[config.mk]
export PLATFORM = sky130hd
export DESIGN_NAME = cdt_timer
export DESIGN_NICKNAME = d
export VERILOG_FILES = /design/src/rtl/cdt_pkg.sv /design/src/rtl/cdt_prescaler.sv /design/src/rtl/cdt_counter.sv /design/src/rtl/cdt_timer.sv
export SDC_FILE = /design/constraint.sdc
export NUM_CORES = 1
export LEC_CHECK = 0
export BUFFER_PORTS_ARGS = -buffer_cell sky130_fd_sc_hd__buf_2
export CORE_ASPECT_RATIO = 2
export CORE_MARGIN = 10
export CORE_UTILIZATION = 52
export DETAILED_ROUTE_END_ITERATION = 16
export PLACE_DENSITY = 0.78
export SLEW_MARGIN = 40
export SYNTH_ARGS = -nofsm -noshare
export SYNTH_HDL_FRONTEND = slang
export SYNTH_SLANG_ARGS = --single-unit
[constraint.sdc]
create_clock -name clk -period 2.85 [get_ports clk]
set_input_delay 0.1425 -clock clk [delete_from_list [all_inputs] [get_ports clk]]
set_output_delay 0.1425 -clock clk [all_outputs]
set_load 0.005 [all_outputs]
[src/rtl/cdt_pkg.sv]
package cdt_pkg;

    // Control word layout; bit positions are architectural.
    typedef struct packed {
        logic       enable;    // 7
        logic       periodic;  // 6
        logic       irq_en;    // 5
        logic       rsvd;      // 4 (always 0)
        logic [1:0] prescale;  // 3:2
        logic       wide;      // 1
        logic       single;    // 0
    } ctrl_t;

    localparam int          CTRL_W    = 8;
    localparam logic [7:0]  CTRL_KEEP = 8'hEF;
    localparam logic [7:0]  CTRL_RST  = 8'h20;

    // Divider exponent selected by the prescale code; code 3 aliases code 2.
    function automatic int unsigned div_shift(input logic [1:0] code,
                                              input int unsigned mid,
                                              input int unsigned top);
        case (code)
            2'b00:   return 0;
            2'b01:   return mid;
            default: return top;
        endcase
    endfunction

endpackage

[src/rtl/cdt_prescaler.sv]
module cdt_prescaler
    import cdt_pkg::*;
#(
    parameter int MID_SHIFT = 4,
    parameter int TOP_SHIFT = 8
) (
    input  logic       clk,
    input  logic       rst,
    input  logic       run,
    input  logic       restart,
    input  logic [1:0] code,
    output logic       tick
);
    localparam int CW = TOP_SHIFT;

    logic [CW-1:0] acc_q;
    logic [CW-1:0] last;

    always_comb begin
        last = CW'((32'd1 << div_shift(code, MID_SHIFT, TOP_SHIFT)) - 32'd1);
        tick = run && (acc_q == last);
    end

    always_ff @(posedge clk) begin
        if (rst || !run || restart) begin
            acc_q <= '0;
        end else if (tick) begin
            acc_q <= '0;
        end else begin
            acc_q <= acc_q + CW'(1);
        end
    end


    div_gap_chk: assert property (@(posedge clk) disable iff (rst)
        (tick && code != 2'b00 && !restart) |=> !tick);


    restart_quiet_chk: assert property (@(posedge clk) disable iff (rst)
        (restart && run && code != 2'b00) |=> (code == 2'b00 || !tick));

endmodule

[src/rtl/cdt_counter.sv]
module cdt_counter #(
    parameter int DW = 32
) (
    input  logic          clk,
    input  logic          rst,
    input  logic          adv,
    input  logic          en,
    input  logic          wide,
    input  logic          periodic,
    input  logic          single,
    input  logic          wr_load,
    input  logic          arm_set,
    input  logic [DW-1:0] wdata,
    input  logic [DW-1:0] reload,
    output logic [DW-1:0] value,
    output logic          hit
);
    localparam int HW = DW / 2;

    logic [DW-1:0] value_q;
    logic          armed_q;
    logic [DW-1:0] mask;
    logic [DW-1:0] low;
    logic [DW-1:0] new_low;
    logic          go;
    logic          load_nz;

    always_comb begin
        mask    = wide ? {DW{1'b1}} : {{(DW-HW){1'b0}}, {HW{1'b1}}};
        low     = value_q & mask;
        go      = adv && armed_q;
        hit     = go && (low == DW'(1));
        load_nz = (wdata & mask) != '0;
        if (low == '0) begin
            new_low = periodic ? (reload & mask) : mask;
        end else begin
            new_low = low - DW'(1);
        end
    end

    always_ff @(posedge clk) begin
        if (rst) begin
            value_q <= {DW{1'b1}};
            armed_q <= 1'b1;
        end else begin
            if (wr_load) begin
                value_q <= wdata;
            end else if (go) begin
                value_q <= (value_q & ~mask) | (new_low & mask);
            end

            if (wr_load && periodic && !load_nz) begin
                armed_q <= 1'b0;
            end else if ((wr_load && load_nz) || arm_set) begin
                armed_q <= 1'b1;
            end else if (hit && single) begin
                armed_q <= 1'b0;
            end
        end
    end

    assign value = value_q;


    frozen_chk: assert property (@(posedge clk) disable iff (rst)
        (!en && !wr_load) |=> $stable(value));


    halt_chk: assert property (@(posedge clk) disable iff (rst)
        (!armed_q && !wr_load) |=> $stable(value));


    hit_zero_chk: assert property (@(posedge clk) disable iff (rst)
        hit |=> (value[HW-1:0] == '0));

endmodule

[src/rtl/cdt_timer.sv]
module cdt_timer
    import cdt_pkg::*;
#(
    parameter int DW        = 32,
    parameter int MID_SHIFT = 4,
    parameter int TOP_SHIFT = 8
) (
    input  logic          clk,
    input  logic          rst,
    input  logic          wr_load,
    input  logic          wr_bgload,
    input  logic          wr_ctrl,
    input  logic          wr_intclr,
    input  logic [DW-1:0] wdata,
    output logic [DW-1:0] count_o,
    output logic [DW-1:0] load_o,
    output logic [DW-1:0] ctrl_o,
    output logic          ris_o,
    output logic          mis_o,
    output logic          irq_o
);
    ctrl_t         ctrl_q;
    ctrl_t         ctrl_new;
    logic [DW-1:0] load_q;
    logic          ris_q;
    logic          tick;
    logic          adv;
    logic          hit;
    logic          presc_restart;
    logic          arm_set;

    always_comb begin
        ctrl_new      = ctrl_t'(wdata[CTRL_W-1:0] & CTRL_KEEP);
        presc_restart = wr_ctrl && (ctrl_new.prescale != ctrl_q.prescale);
        arm_set       = wr_ctrl && ctrl_new.enable;
        adv           = tick && !wr_load && !wr_ctrl;
    end

    always_ff @(posedge clk) begin
        if (rst) begin
            ctrl_q <= ctrl_t'(CTRL_RST);
            load_q <= '0;
            ris_q  <= 1'b0;
        end else begin
            if (wr_ctrl) begin
                ctrl_q <= ctrl_new;
            end
            if (wr_load || wr_bgload) begin
                load_q <= wdata;
            end
            if (hit) begin
                ris_q <= 1'b1;
            end else if (wr_intclr) begin
                ris_q <= 1'b0;
            end
        end
    end

    cdt_prescaler #(
        .MID_SHIFT(MID_SHIFT),
        .TOP_SHIFT(TOP_SHIFT)
    ) u_presc (
        .clk     (clk),
        .rst     (rst),
        .run     (ctrl_q.enable),
        .restart (presc_restart),
        .code    (ctrl_q.prescale),
        .tick    (tick)
    );

    cdt_counter #(
        .DW(DW)
    ) u_cnt (
        .clk      (clk),
        .rst      (rst),
        .adv      (adv),
        .en       (ctrl_q.enable),
        .wide     (ctrl_q.wide),
        .periodic (ctrl_q.periodic),
        .single   (ctrl_q.single),
        .wr_load  (wr_load),
        .arm_set  (arm_set),
        .wdata    (wdata),
        .reload   (load_q),
        .value    (count_o),
        .hit      (hit)
    );

    assign load_o = load_q;
    assign ctrl_o = DW'(ctrl_q);
    assign ris_o  = ris_q;
    assign mis_o  = ris_q & ctrl_q.irq_en;
    assign irq_o  = mis_o;


    tick_wins_chk: assert property (@(posedge clk) disable iff (rst)
        hit |=> ris_o);


    clr_chk: assert property (@(posedge clk) disable iff (rst)
        (wr_intclr && !hit) |=> !ris_o);


    load_exact_chk: assert property (@(posedge clk) disable iff (rst)
        wr_load |=> (count_o == $past(wdata)));

endmodule

Word level (Yosys, flattened, before mapping). Index checks and enable logic that the tools add are counted.

Add/sub/neg operators: 3. Equality and inequality tests: 4. Shifts and indexed selects: 1. Mux-type cells: 11. Bitwise logic cells: 8. Reduce and logical (&&, ||, !) cells: 26.

Operators by type and width (number): $and 32x32->32 (5); $mux 32 (5); $eq 32x1->1 const B (1); $logic_not 32->1 (1); $not 32->32 (1); $or 32x32->32 (1); $reduce_bool 32->1 (1); $sub 32x1->32 const B (1); $logic_and 1x1->1 (11); $add 8x1->8 const B (1); $eq 8x8->1 (1); $pmux 4 s2 (1); $shl 1x4->8 const A (1); $sub 8x1->8 const B (1); $mux 1 (5); $logic_not 1->1 (4); $logic_or 1x1->1 (4); $reduce_bool 2->1 (2); $reduce_bool 3->1 (1); $eq 2x1->1 const B (1); $logic_not 2->1 (1); $ne 2x2->1 (1); $reduce_or 2->1 (1); $and 1x1->1 (1).

Flip-flop bits (word level): 81. Input bits: 38. Output and inout port bits: 99. Logic and storage cells: 64.

Depth between registers and ports, before layout. Gate-level depths: netlist (run 1).

Word-level depth: 14. Depth in mapped cells: 9. Depth with buffers taken out: 8.

Cells and area by module. A second synthesis (run 1) with hierarchy kept.

Cell total of the unflattened synthesis: 563. Area total of the unflattened synthesis: 4740.8 µm².

By module, submodules not included: cdt_counter (instances 1, cells each 316, area each 2472.4 µm², sequential area each 660.6 µm²); cdt_timer (instances 1, cells each 205, area each 1871.8 µm², sequential area each 800.8 µm²); cdt_prescaler (instances 1, cells each 42, area each 396.6 µm², sequential area each 160.2 µm²).

Least setup slack after synthesis (run 1). Ideal clock, no wire load.

Path type: register to register. Start: register u_cnt.value_q[0] (netlist: u_cnt.value[0]). End: register (tool-made name). Library setup time: 0.124 ns. Arrival: 2.221 ns. Data required time: 2.726 ns. Slack: 0.505 ns. Stages on the path, launching flop included: 8. Buffers on the path: 1. Period minus slack after synthesis: 2.345 ns. Path through: dfxtp_1 or4_4 or3_1 buf_2 nor3_2 mux2_2 a221oi_1 o21ai_1.

RTL lines: start, declared (line cdt_counter.sv:20) `logic [DW-1:0] value_q;`; start signal, assigned (line cdt_counter.sv:43) `value_q <= {DW{1'b1}};`; start signal, assigned (line cdt_counter.sv:47) `value_q <= wdata;`; start signal, assigned (line cdt_counter.sv:49) `value_q <= (value_q & ~mask) | (new_low & mask);`.

==> flow_summary_export.csv, run 1 <==
group,metric,value,unit
cells_and_area,drive_above_1_share,0.227,
die,ioPinCount,137,
cts,cts_setup_buffers,0,
global_route,met1_usage,0.235,
cells_and_area,diodes,0,
global_route,use_met2,0.392,
detailed_routing,drc_errors,0,
logic_synthesis,yosysSeqAreaShare,0.359,
die,dieArea,0.0130,mm2
die,die_x,85.9,um
cts,cts.reportedPaths.clkPinSlew,0.06,ns
cells_and_area,final_nets,715,
power,ir_worst_vdd,340,uV
cts,cts.sinks,81,
setup_path,criticalPathCategory,"flip-flop to flip-flop",
logic_synthesis,ys.warnings.count,0,
global_route,grt_start_max_net_pins,53,
detailed_routing,drt-vias-per-instance,5.99,
sta,period_minus_slack,2.58,ns
setup_path,worstRegToRegCells,7,
outcome,outcome,"complete, no violations",
setup_path,arrival,2.79,ns
setup_path,worst_setup_path_start_kind,"flip-flop",
setup_path,path_buf_inv,1,
detailed_routing,vias,4665,
die,rows,48,
min_path,min_path_cells,3,
cts,htree_levels,3,
sta,finalWorstSetupSlack,0.272,ns
detailed_routing,drtIter0Drc,427,
power,power.leakage,0.00225,uW
cells_and_area,nFillCells,797,
cts,cts_root_buf,"clkbuf_16",
sta,slew_headroom,0.507,
detailed_routing,wl_per_cell,19.2,um
logic_synthesis,ys_ff_latch,81,
global_route,gr-usage-met3,0.0648,
global_route,grt_pass1_vias,4802,
setup_path,worstPathMaxFanout,13,
power,pwr_density_cell,536,mW/mm2
global_route,grt.total_usage,0.228,
sta,worst_slew_pin_slew,0.738,ns
detailed_routing,wl,15.0,mm
cts,numCtsBuffers,9,
placement,portBuffers,111,
die,initial_core_util,0.526,
setup_path,crit_required,3.06,ns
logic_synthesis,synth_top_area_frac,0.359,
cts,clk_latency,0.35,ns
global_route,grt_antenna_before_repair,0,
setup_path,end_kind,"flip-flop",
logic_synthesis,synth.area.top_cells,"dfxtp_1, nand2_1, a21oi_1",
power,p_total,2820,uW
setup_path,critical_path.max_stage_delay,0.59,ns
global_route,grt.overflow.total,0,
setup_path,cp.depth,7,
global_route,grt_pass1_wl,24.5,mm
cts,cts_tree,"yes",
min_path,hp-class,"primary input to flip-flop",
logic_synthesis,syn_inst,586,
placement,post-dp-hpwl,11.2,mm
cells_and_area,area_growth,16.4,%
cts,cts_max_path_buffers,2,
logic_synthesis,syn_avg_cell_area,7.71,um2
logic_synthesis,yosysTopAreaCell,"dfxtp_1",
detailed_routing,antenna_left,0,
sta,rsz0062_at_grt,"false",
sta,finalHoldViolCount,0,
placement,gp_congestion,0.928,
die,die_h,152,um
sta,finalSetupViolCount,0,
sta,fin_crit_sh,0.905,
setup_path,cp_slowest_cell,"or4_4",
setup_path,path_cells,"or4_4 > nor4_4 > and3_1 > nand3_1 > buf_4 > o211ai_1 > o211ai_1",
global_route,top_usage_layer,"met2",
setup_path,cp_top_family,"simple AND/OR/NAND/NOR gates",
logic_synthesis,syn-cell-area,0.00452,mm2
logic_synthesis,synthArstFlopShare,0,
cts,cts-resized-gates,0,
placement,pre_cts_ws,0.304,ns
run,max_cap_viol_count,0,
logic_synthesis,synthTopCellsByCount,"nand2_1, dfxtp_1, a21oi_1, nor2_1, buf_4",
sta,skew,0.00610,ns
die,core-area,0.00859,mm2
setup_path,crit_path_frequent_cell,"o211ai_1",
sta,slew_viol_final,0,
logic_synthesis,synth_edf_count,0,
sta,timing.fmax,388,MHz
cts,hold_buffers,0,
detailed_routing,first_pass_iters,5,
logic_synthesis,synth_ff_type,"dfxtp_1",
logic_synthesis,yosysMostFrequentCell,"nand2_1",
logic_synthesis,synth_cell_type_count,57,
sta,setup-tns-final,0,ns
==> worst reg2reg max path: stages, from the launching register on <==
cell and delay (ns):
dfxtp_1 0.36, or4_4 0.59, nor4_4 0.19, and3_1 0.33
nand3_1 0.37, buf_4 0.33, o211ai_1 0.17, o211ai_1 0.10
==> per-stage QoR <==
step           hold WS [ns]  cells  utilization  cell area (um2)
6_report             0.0590    779        0.613             5260
5_1_grt              0.0687    779        0.613             5260
3_5_place_dp          0.416    763        0.578             4970
2_1_floorplan         0.269    610            -             4610
3_3_place_gp          0.414    763        0.578             4970
4_1_cts              0.0591    779        0.613             5260
==> area by class of cell <==
| cell class | instances | area (um2) | share of cell area |
|---|---|---|---|
| inverter | 11 | 41.3 | 0.00784 |
| tap | 100 | 125 | 0.0238 |
| sequential | 81 | 1620 | 0.308 |
| clock inverter | 6 | 67.6 | 0.0128 |
| timing repair buffer | 123 | 646 | 0.123 |
| clock buffer | 10 | 229 | 0.0435 |
| multi-input combinational | 448 | 2530 | 0.481 |
==> cells in the final DEF (no fill, tap or decap), types with 11 or more instances in the layout <==
master,netlist,routed
buf_2,3,111
xor2_1,15,15
dfxtp_1,81,81
o211ai_1,16,16
o31ai_1,11,11
conb_1,1,25
a31oi_1,17,17
nor2_1,39,38
o21ai_0,22,22
nor4_1,16,16
xnor2_1,12,12
nor3_1,13,13
buf_4,32,12
inv_1,11,11
a21oi_1,52,52
nand2_1,115,115
==> final timing paths <==
kind | endpoint | from | slack, ns
min reg2reg | load_o[1] | load_o[1] | 0.47
min | load_o[25] | wdata[25] | 0.06
max | flip-flop | u_cnt.value[9] | 0.27
max reg2reg | flip-flop | u_cnt.value[9] | 0.27
==> per-layer routing <==
| layer | up-vias | routed length, um |
|---|---|---|
| met4 | 0 | 684 |
| met2 | 224 | 7810 |
| met3 | 53 | 1200 |
| li1 | 2205 | - |
| met5 | - | 0 |
| met1 | 2183 | 5280 |
==> where the power goes <==
part	internal (uW)	switching (uW)	total (uW)	leakage, uW
clock network	682	486	1170	0.000139
registers	1200	89.2	1290	0.000671
logic	148	213	361	0.00144
==> cell families after synthesis <==
| group | share of synthesized area |
|---|---|
| multiplexers | 0.0202 |
| buffers and inverters | 0.101 |
| AND/OR/NAND/NOR | 0.237 |
| adder cells (fa/ha/maj) | 0.00830 |
| AO/OA/AOI/OAI | 0.221 |
| XOR/XNOR | 0.0523 |
| flip-flops | 0.359 |
| other | 0.000830 |
Power figures use the tool's default switching activity.
==> run 2: changes to the inputs <==
--- a/config.mk
+++ b/config.mk
@@ -11,6 +11,7 @@
 export CORE_UTILIZATION = 52
 export DETAILED_ROUTE_END_ITERATION = 16
 export PLACE_DENSITY = 0.78
+export RECOVER_POWER = 100
 export SLEW_MARGIN = 40
 export SYNTH_ARGS = -nofsm -noshare
 export SYNTH_HDL_FRONTEND = slang
==> constraint.sdc (replaced) <==
create_clock -name clk -period 2.5 [get_ports clk]
set_input_delay 0.125 -clock clk [delete_from_list [all_inputs] [get_ports clk]]
set_output_delay 0.125 -clock clk [all_outputs]
set_load 0.005 [all_outputs]
==> run 2 against run 1 <==
  * The flow now finishes with violations (max-capacitance violations, max-slew violations)
  * Global-route usage down 0.69 points
  * Worst setup slack worse by 0.17 ns
  * Core utilization down 0.12 points
  * Final cell count up 1.5%
  * Fmax up 7.6%
  * Via count up 2.9%
  * Flip-flop and latch count unchanged
  * Wire length up 2.0%
  * Sequential power up 13%
  * Die area unchanged
  * Combinational power up 15%
  * Clock-buffer cell count down 1
  * Critical path type unchanged
  * Largest cell class unchanged
  * Largest power group unchanged
  * Highest routed layer unchanged
==> flow_summary_export.csv, run 2 (synthesis gave the netlist of run 1 again) <==
group,metric,value,unit
outcome,outcome,"finished, violations left",
outcome,violations,"max-capacitance violations, max-slew violations",
global_route,grt.overflow.total,0,
run,max_cap_viol_count,1,
setup_path,worstPathMaxFanout,10,
sta,finalSetupViolCount,0,
cts,cts.reportedPaths.clkPinSlew,0.06,ns
detailed_routing,drc_errors,0,
global_route,grt_pass1_vias,4758,
setup_path,criticalPathCategory,"flip-flop to flip-flop",
cells_and_area,final_common_cell,"nand2_1",
power,combPwrFrac,0.126,
die,die_x,85.9,um
cells_and_area,final_core_util,0.612,
detailed_routing,drt-vias-per-instance,6.07,
placement,placed_cell_area,0.00503,mm2
cells_and_area,drive_above_1_share,0.130,
placement,gp_congestion,0.906,
setup_path,cp_top_family,"simple AND/OR/NAND/NOR gates",
detailed_routing,wl_per_cell,19.3,um
cells_and_area,final_nets,727,
cells_and_area,layout_common_cells,"nand2_1, dfxtp_1, clkbuf_1, a21oi_1, buf_2",
global_route,grt.total_usage,0.221,
detailed_routing,first_pass_iters,5,
die,ioPinCount,137,
power,p_clk_frac,0.432,
setup_path,path_buf_inv,1,
cells_and_area,diodes,0,
cts,cts_max_path_buffers,2,
sta,fin_crit_sh,0.958,
min_path,hp-class,"primary input to flip-flop",
sta,finalWorstSetupSlack,0.104,ns
detailed_routing,antenna_left,0,
power,internal_power,2400,uW
power,switching_share,0.274,
setup_path,path_cells,"or4_4 > or3_1 > nor3_2 > buf_4 > a31oi_1 > a211oi_1 > o21ai_1",
sta,setup-tns-final,0,ns
die,dieArea,0.0130,mm2
power,switching_power,907,uW
global_route,grt_antenna_before_repair,0,
placement,portBuffers,111,
sta,slew_headroom,-0.0447,
power,ir_worst_vdd,393,uV
power,pwr-share-seq,0.442,
sta,worst_slew_pin_slew,1.57,ns
detailed_routing,vias,4798,
setup_path,arrival,2.62,ns
sta,slew_viol_final,35,
die,core-area,0.00859,mm2
detailed_routing,drtIter0Drc,385,
sta,finalHoldViolCount,0,
cts,hold_buffers,0,
die,rows,48,
global_route,grt_pass1_wl,23.4,mm
sta,period_minus_slack,2.40,ns
placement,post-dp-hpwl,11.4,mm
cts,cts_tree,"yes",
setup_path,worst_setup_path_start_kind,"flip-flop",
setup_path,end_kind,"flip-flop",
sta,skew,0.00581,ns
global_route,grt_start_max_net_pins,54,
setup_path,cp_slowest_cell,"or4_4",
cts,cts_root_buf,"clkbuf_16",
cts,cts.sinks,81,
power,p_total,3310,uW
setup_path,critical_path.max_stage_delay,0.57,ns
cells_and_area,fin_area,0.00525,mm2
cts,numCtsBuffers,9,
die,die_h,152,um
sta,timing.fmax,417,MHz
power,pwr_density_cell,629,mW/mm2
detailed_routing,wl,15.3,mm
power,power.leakage,0.00208,uW
placement,pre_cts_ws,0.142,ns
cts,htree_levels,3,
cells_and_area,nFillCells,823,
die,initial_core_util,0.526,
cts,clk_latency,0.35,ns
cells_and_area,area_growth,16.2,%
setup_path,crit_required,2.72,ns
[run 2: path summary, 6_finish.rpt]
path	startpoint	endpoint	slack [ns]	cells past startpoint
setup / recovery	u_cnt.value[9]	flip-flop	0.10	7
hold / removal	wdata[25]	load_o[25]	0.04	3
setup reg to reg	u_cnt.value[9]	flip-flop	0.10	7
hold reg to reg	load_o[4]	load_o[4]	0.47	2
[run 2: power by group through the flow]
stage | sequential, uW | clock, uW | combinational (uW)
4_1_cts | 1460 | 1440 | 437
5_1_grt | 1470 | 1500 | 463
3_3_place_gp | 1480 | 0 | 422
2_1_floorplan | 1480 | 0 | 255
3_5_place_dp | 1490 | 0 | 435
6_report | 1460 | 1430 | 416
[run 2: area by class of cell]
class,instances,area [um2],share of cell area
inverters,11,41.3,0.00786
clock inverters,7,95.1,0.0181
well taps,100,125,0.0238
flip-flops and latches,81,1620,0.309
repair buffers,135,617,0.117
multi-input cells,448,2530,0.481
clock buffers,9,225,0.0429
[run 2: worst min-delay path, stage by stage]
cell and delay [ns]:
buf_2 0.11, nand2_1 0.05, a21oi_1 0.05
[run 2: timing repair]
| item | CTS | global route |
|---|---|---|
| resized for setup | 0 | 2 |
| endpoints found under the hold margin | 0 | 0 |
| endpoints found under the setup margin | 0 | 2 |
| setup buffers | 0 | 3 |
[run 2: per-stage QoR]
step / cells / hold slack, ns
3_5_place_dp: 772 / 0.399
2_1_floorplan: 610 / 0.251
4_1_cts: 788 / 0.0383
3_3_place_gp: 772 / 0.390
5_1_grt: 791 / 0.0408
6_report: 791 / 0.0431
[run 2: layer usage]
layer  global-route usage  vias to the layer above  share of wire
li1                     -                     2228              -
met1                0.211                     2263           0.35
met5                    0                        -              0
met3               0.0653                       60          0.080
met4                0.162                        0          0.058
met2                0.382                      247           0.51
==> run 3: changes to the inputs <==
--- a/config.mk
+++ b/config.mk
@@ -8,9 +8,9 @@
 export BUFFER_PORTS_ARGS = -buffer_cell sky130_fd_sc_hd__buf_2
 export CORE_ASPECT_RATIO = 2
 export CORE_MARGIN = 10
-export CORE_UTILIZATION = 52
+export CORE_UTILIZATION = 35
 export DETAILED_ROUTE_END_ITERATION = 16
-export PLACE_DENSITY = 0.78
+export PLACE_DENSITY = 0.55
 export RECOVER_POWER = 100
 export SLEW_MARGIN = 40
 export SYNTH_ARGS = -nofsm -noshare
==> run 3 against run 2 <==
  * The run still ends with max-capacitance violations, max-slew violations left
  * Largest cell class unchanged
  * Clock skew rose by 0.0038 ns
  * Wire length rose by 9.3%
  * Sequential share of layout area fell by 0.61 points
  * Critical path type unchanged
  * Core utilization fell by 19 points
  * Largest power group unchanged
  * Register-to-register slack improved by 0.03 ns
==> flow_summary_export.csv, run 3 (synthesis gave the netlist of run 1 again) <==
group,metric,value,unit
cts,numCtsBuffers,9,
power,ir_worst_vdd,409,uV
setup_path,end_kind,"flip-flop",
setup_path,worst_setup_path_start_kind,"flip-flop",
cts,cts_tree,"yes",
cells_and_area,diodes,0,
placement,gp_congestion,0.903,
global_route,grt_start_max_net_pins,51,
outcome,outcome,"finished, violations left",
sta,slew_viol_final,33,
cells_and_area,final_common_cell,"nand2_1",
run,max_cap_viol_count,1,
detailed_routing,drc_errors,0,
setup_path,critical_path.max_stage_delay,0.56,ns
die,initial_core_util,0.358,
detailed_routing,drt-vias-per-instance,5.49,
cts,htree_levels,3,
sta,period_minus_slack,2.36,ns
die,core-area,0.0126,mm2
setup_path,crit_required,2.76,ns
global_route,met1_usage,0.176,
setup_path,cp_top_family,"simple AND/OR/NAND/NOR gates",
cts,cts.reportedPaths.clkPinSlew,0.07,ns
sta,skew,0.00957,ns
sta,finalHoldViolCount,0,
die,dieArea,0.0181,mm2
setup_path,criticalPathCategory,"flip-flop to flip-flop",
die,die_x,100,um
global_route,grt.overflow.total,0,
detailed_routing,antenna_left,0,
outcome,violations,"max-capacitance violations, max-slew violations",
sta,setup-tns-final,0,ns
setup_path,arrival,2.63,ns
detailed_routing,vias,4646,
cells_and_area,area_growth,18.6,%
sta,fin_crit_sh,0.946,
cts,cts_root_buf,"clkbuf_16",
placement,post-dp-hpwl,12.7,mm
sta,timing.fmax,423,MHz
min_path,hp-class,"primary input to flip-flop",
cts,clk_latency,0.34,ns
sta,worst_slew_pin_slew,2.20,ns
cells_and_area,layout_common_cells,"nand2_1, dfxtp_1, clkbuf_1, a21oi_1, buf_2",
cts,cts.sinks,81,
power,power.leakage,0.00211,uW
detailed_routing,wl,16.7,mm
placement,portBuffers,111,
setup_path,path_buf_inv,1,
sta,slew_headroom,-0.465,
detailed_routing,first_pass_iters,4,
die,die_h,181,um
global_route,grt_antenna_before_repair,0,
detailed_routing,wl_per_cell,19.7,um
power,pwr_density_cell,612,mW/mm2
setup_path,worstPathMaxFanout,10,
global_route,grt_pass1_wl,25.9,mm
global_route,grt.total_usage,0.179,
setup_path,r2r_slack,0.14,ns
global_route,grt_pass1_vias,4837,
cts,cts_max_path_buffers,2,
cts,hold_buffers,0,
die,ioPinCount,137,
global_route,top_usage_layer,"met2",
detailed_routing,drtIter0Drc,195,
power,p_total,3280,uW
sta,rsz0062_at_grt,"false",
cells_and_area,drive_above_1_share,0.145,
cells_and_area,layout.cells.non_filler,847,
global_route,gr-usage-met3,0.0363,
setup_path,path_cells,"or4_4 > nand2b_4 > o31a_1 > nor2_4 > buf_4 > a211oi_1 > o21ai_0",
die,rows,58,
setup_path,cp_slowest_cell,"or4_4",
placement,placed_cells,828,
cells_and_area,final_nets,733,
sta,finalSetupViolCount,0,
global_route,use_met2,0.336,
-- run 3: what timing repair did --
| action | in CTS | in global routing |
|---|---|---|
| buffers inserted | 0 | 3 |
| endpoints found under the setup margin | 0 | 4 |
| gates resized for setup | 0 | 1 |
| hold endpoints to repair | 0 | 0 |
-- run 3: power by group --
part           switching (uW)  leakage (uW)  internal [uW]
logic                     266       0.00129            160
clock network             559      0.000152            834
registers                91.7      0.000671           1370
-- run 3: worst min-delay path: cells and delay by family --
| kind | cells | cell delay, ns |
|---|---|---|
| buf+inv | 1 | 0.11 |
| compound gates | 1 | 0.05 |
| simple gates | 1 | 0.05 |
-- run 3: worst paths after layout --
| path | cells after the start | from | endpoint |
|---|---|---|---|
| min reg2reg | 2 | load_o[4] | load_o[4] |
| min | 3 | wdata[21] | load_o[21] |
| max | 7 | flip-flop | flip-flop |
| max reg2reg | 7 | flip-flop | flip-flop |
-- run 3: metal layers --
layer | part of all wire | up-vias
met5 | 0 | -
met4 | 0.026 | 0
met3 | 0.057 | 26
met2 | 0.56 | 145
met1 | 0.36 | 2227
li1 | - | 2248
-- run 3: layout make-up --
type,count,area (um2)
fillers,1396,7270
multi-input cells,448,2530
flip-flops and latches,81,1620
repair buffers,141,664
clock buffers,11,253
well taps,150,188
clock inverters,5,63.8
inverters,11,41.3
-- run 3: stage by stage --
stage                     utilization  instance area [um2]  worst slack [ns]  hold slack [ns]
after floorplan                     -                 4610             0.155            0.251
after global placement          0.408                 5150             0.180            0.395
after global routing            0.424                 5360            0.0106           0.0543
after CTS                       0.433                 5470             0.112           0.0417
after detailed placement        0.408                 5150             0.156            0.398
final                           0.424                 5360             0.135           0.0472
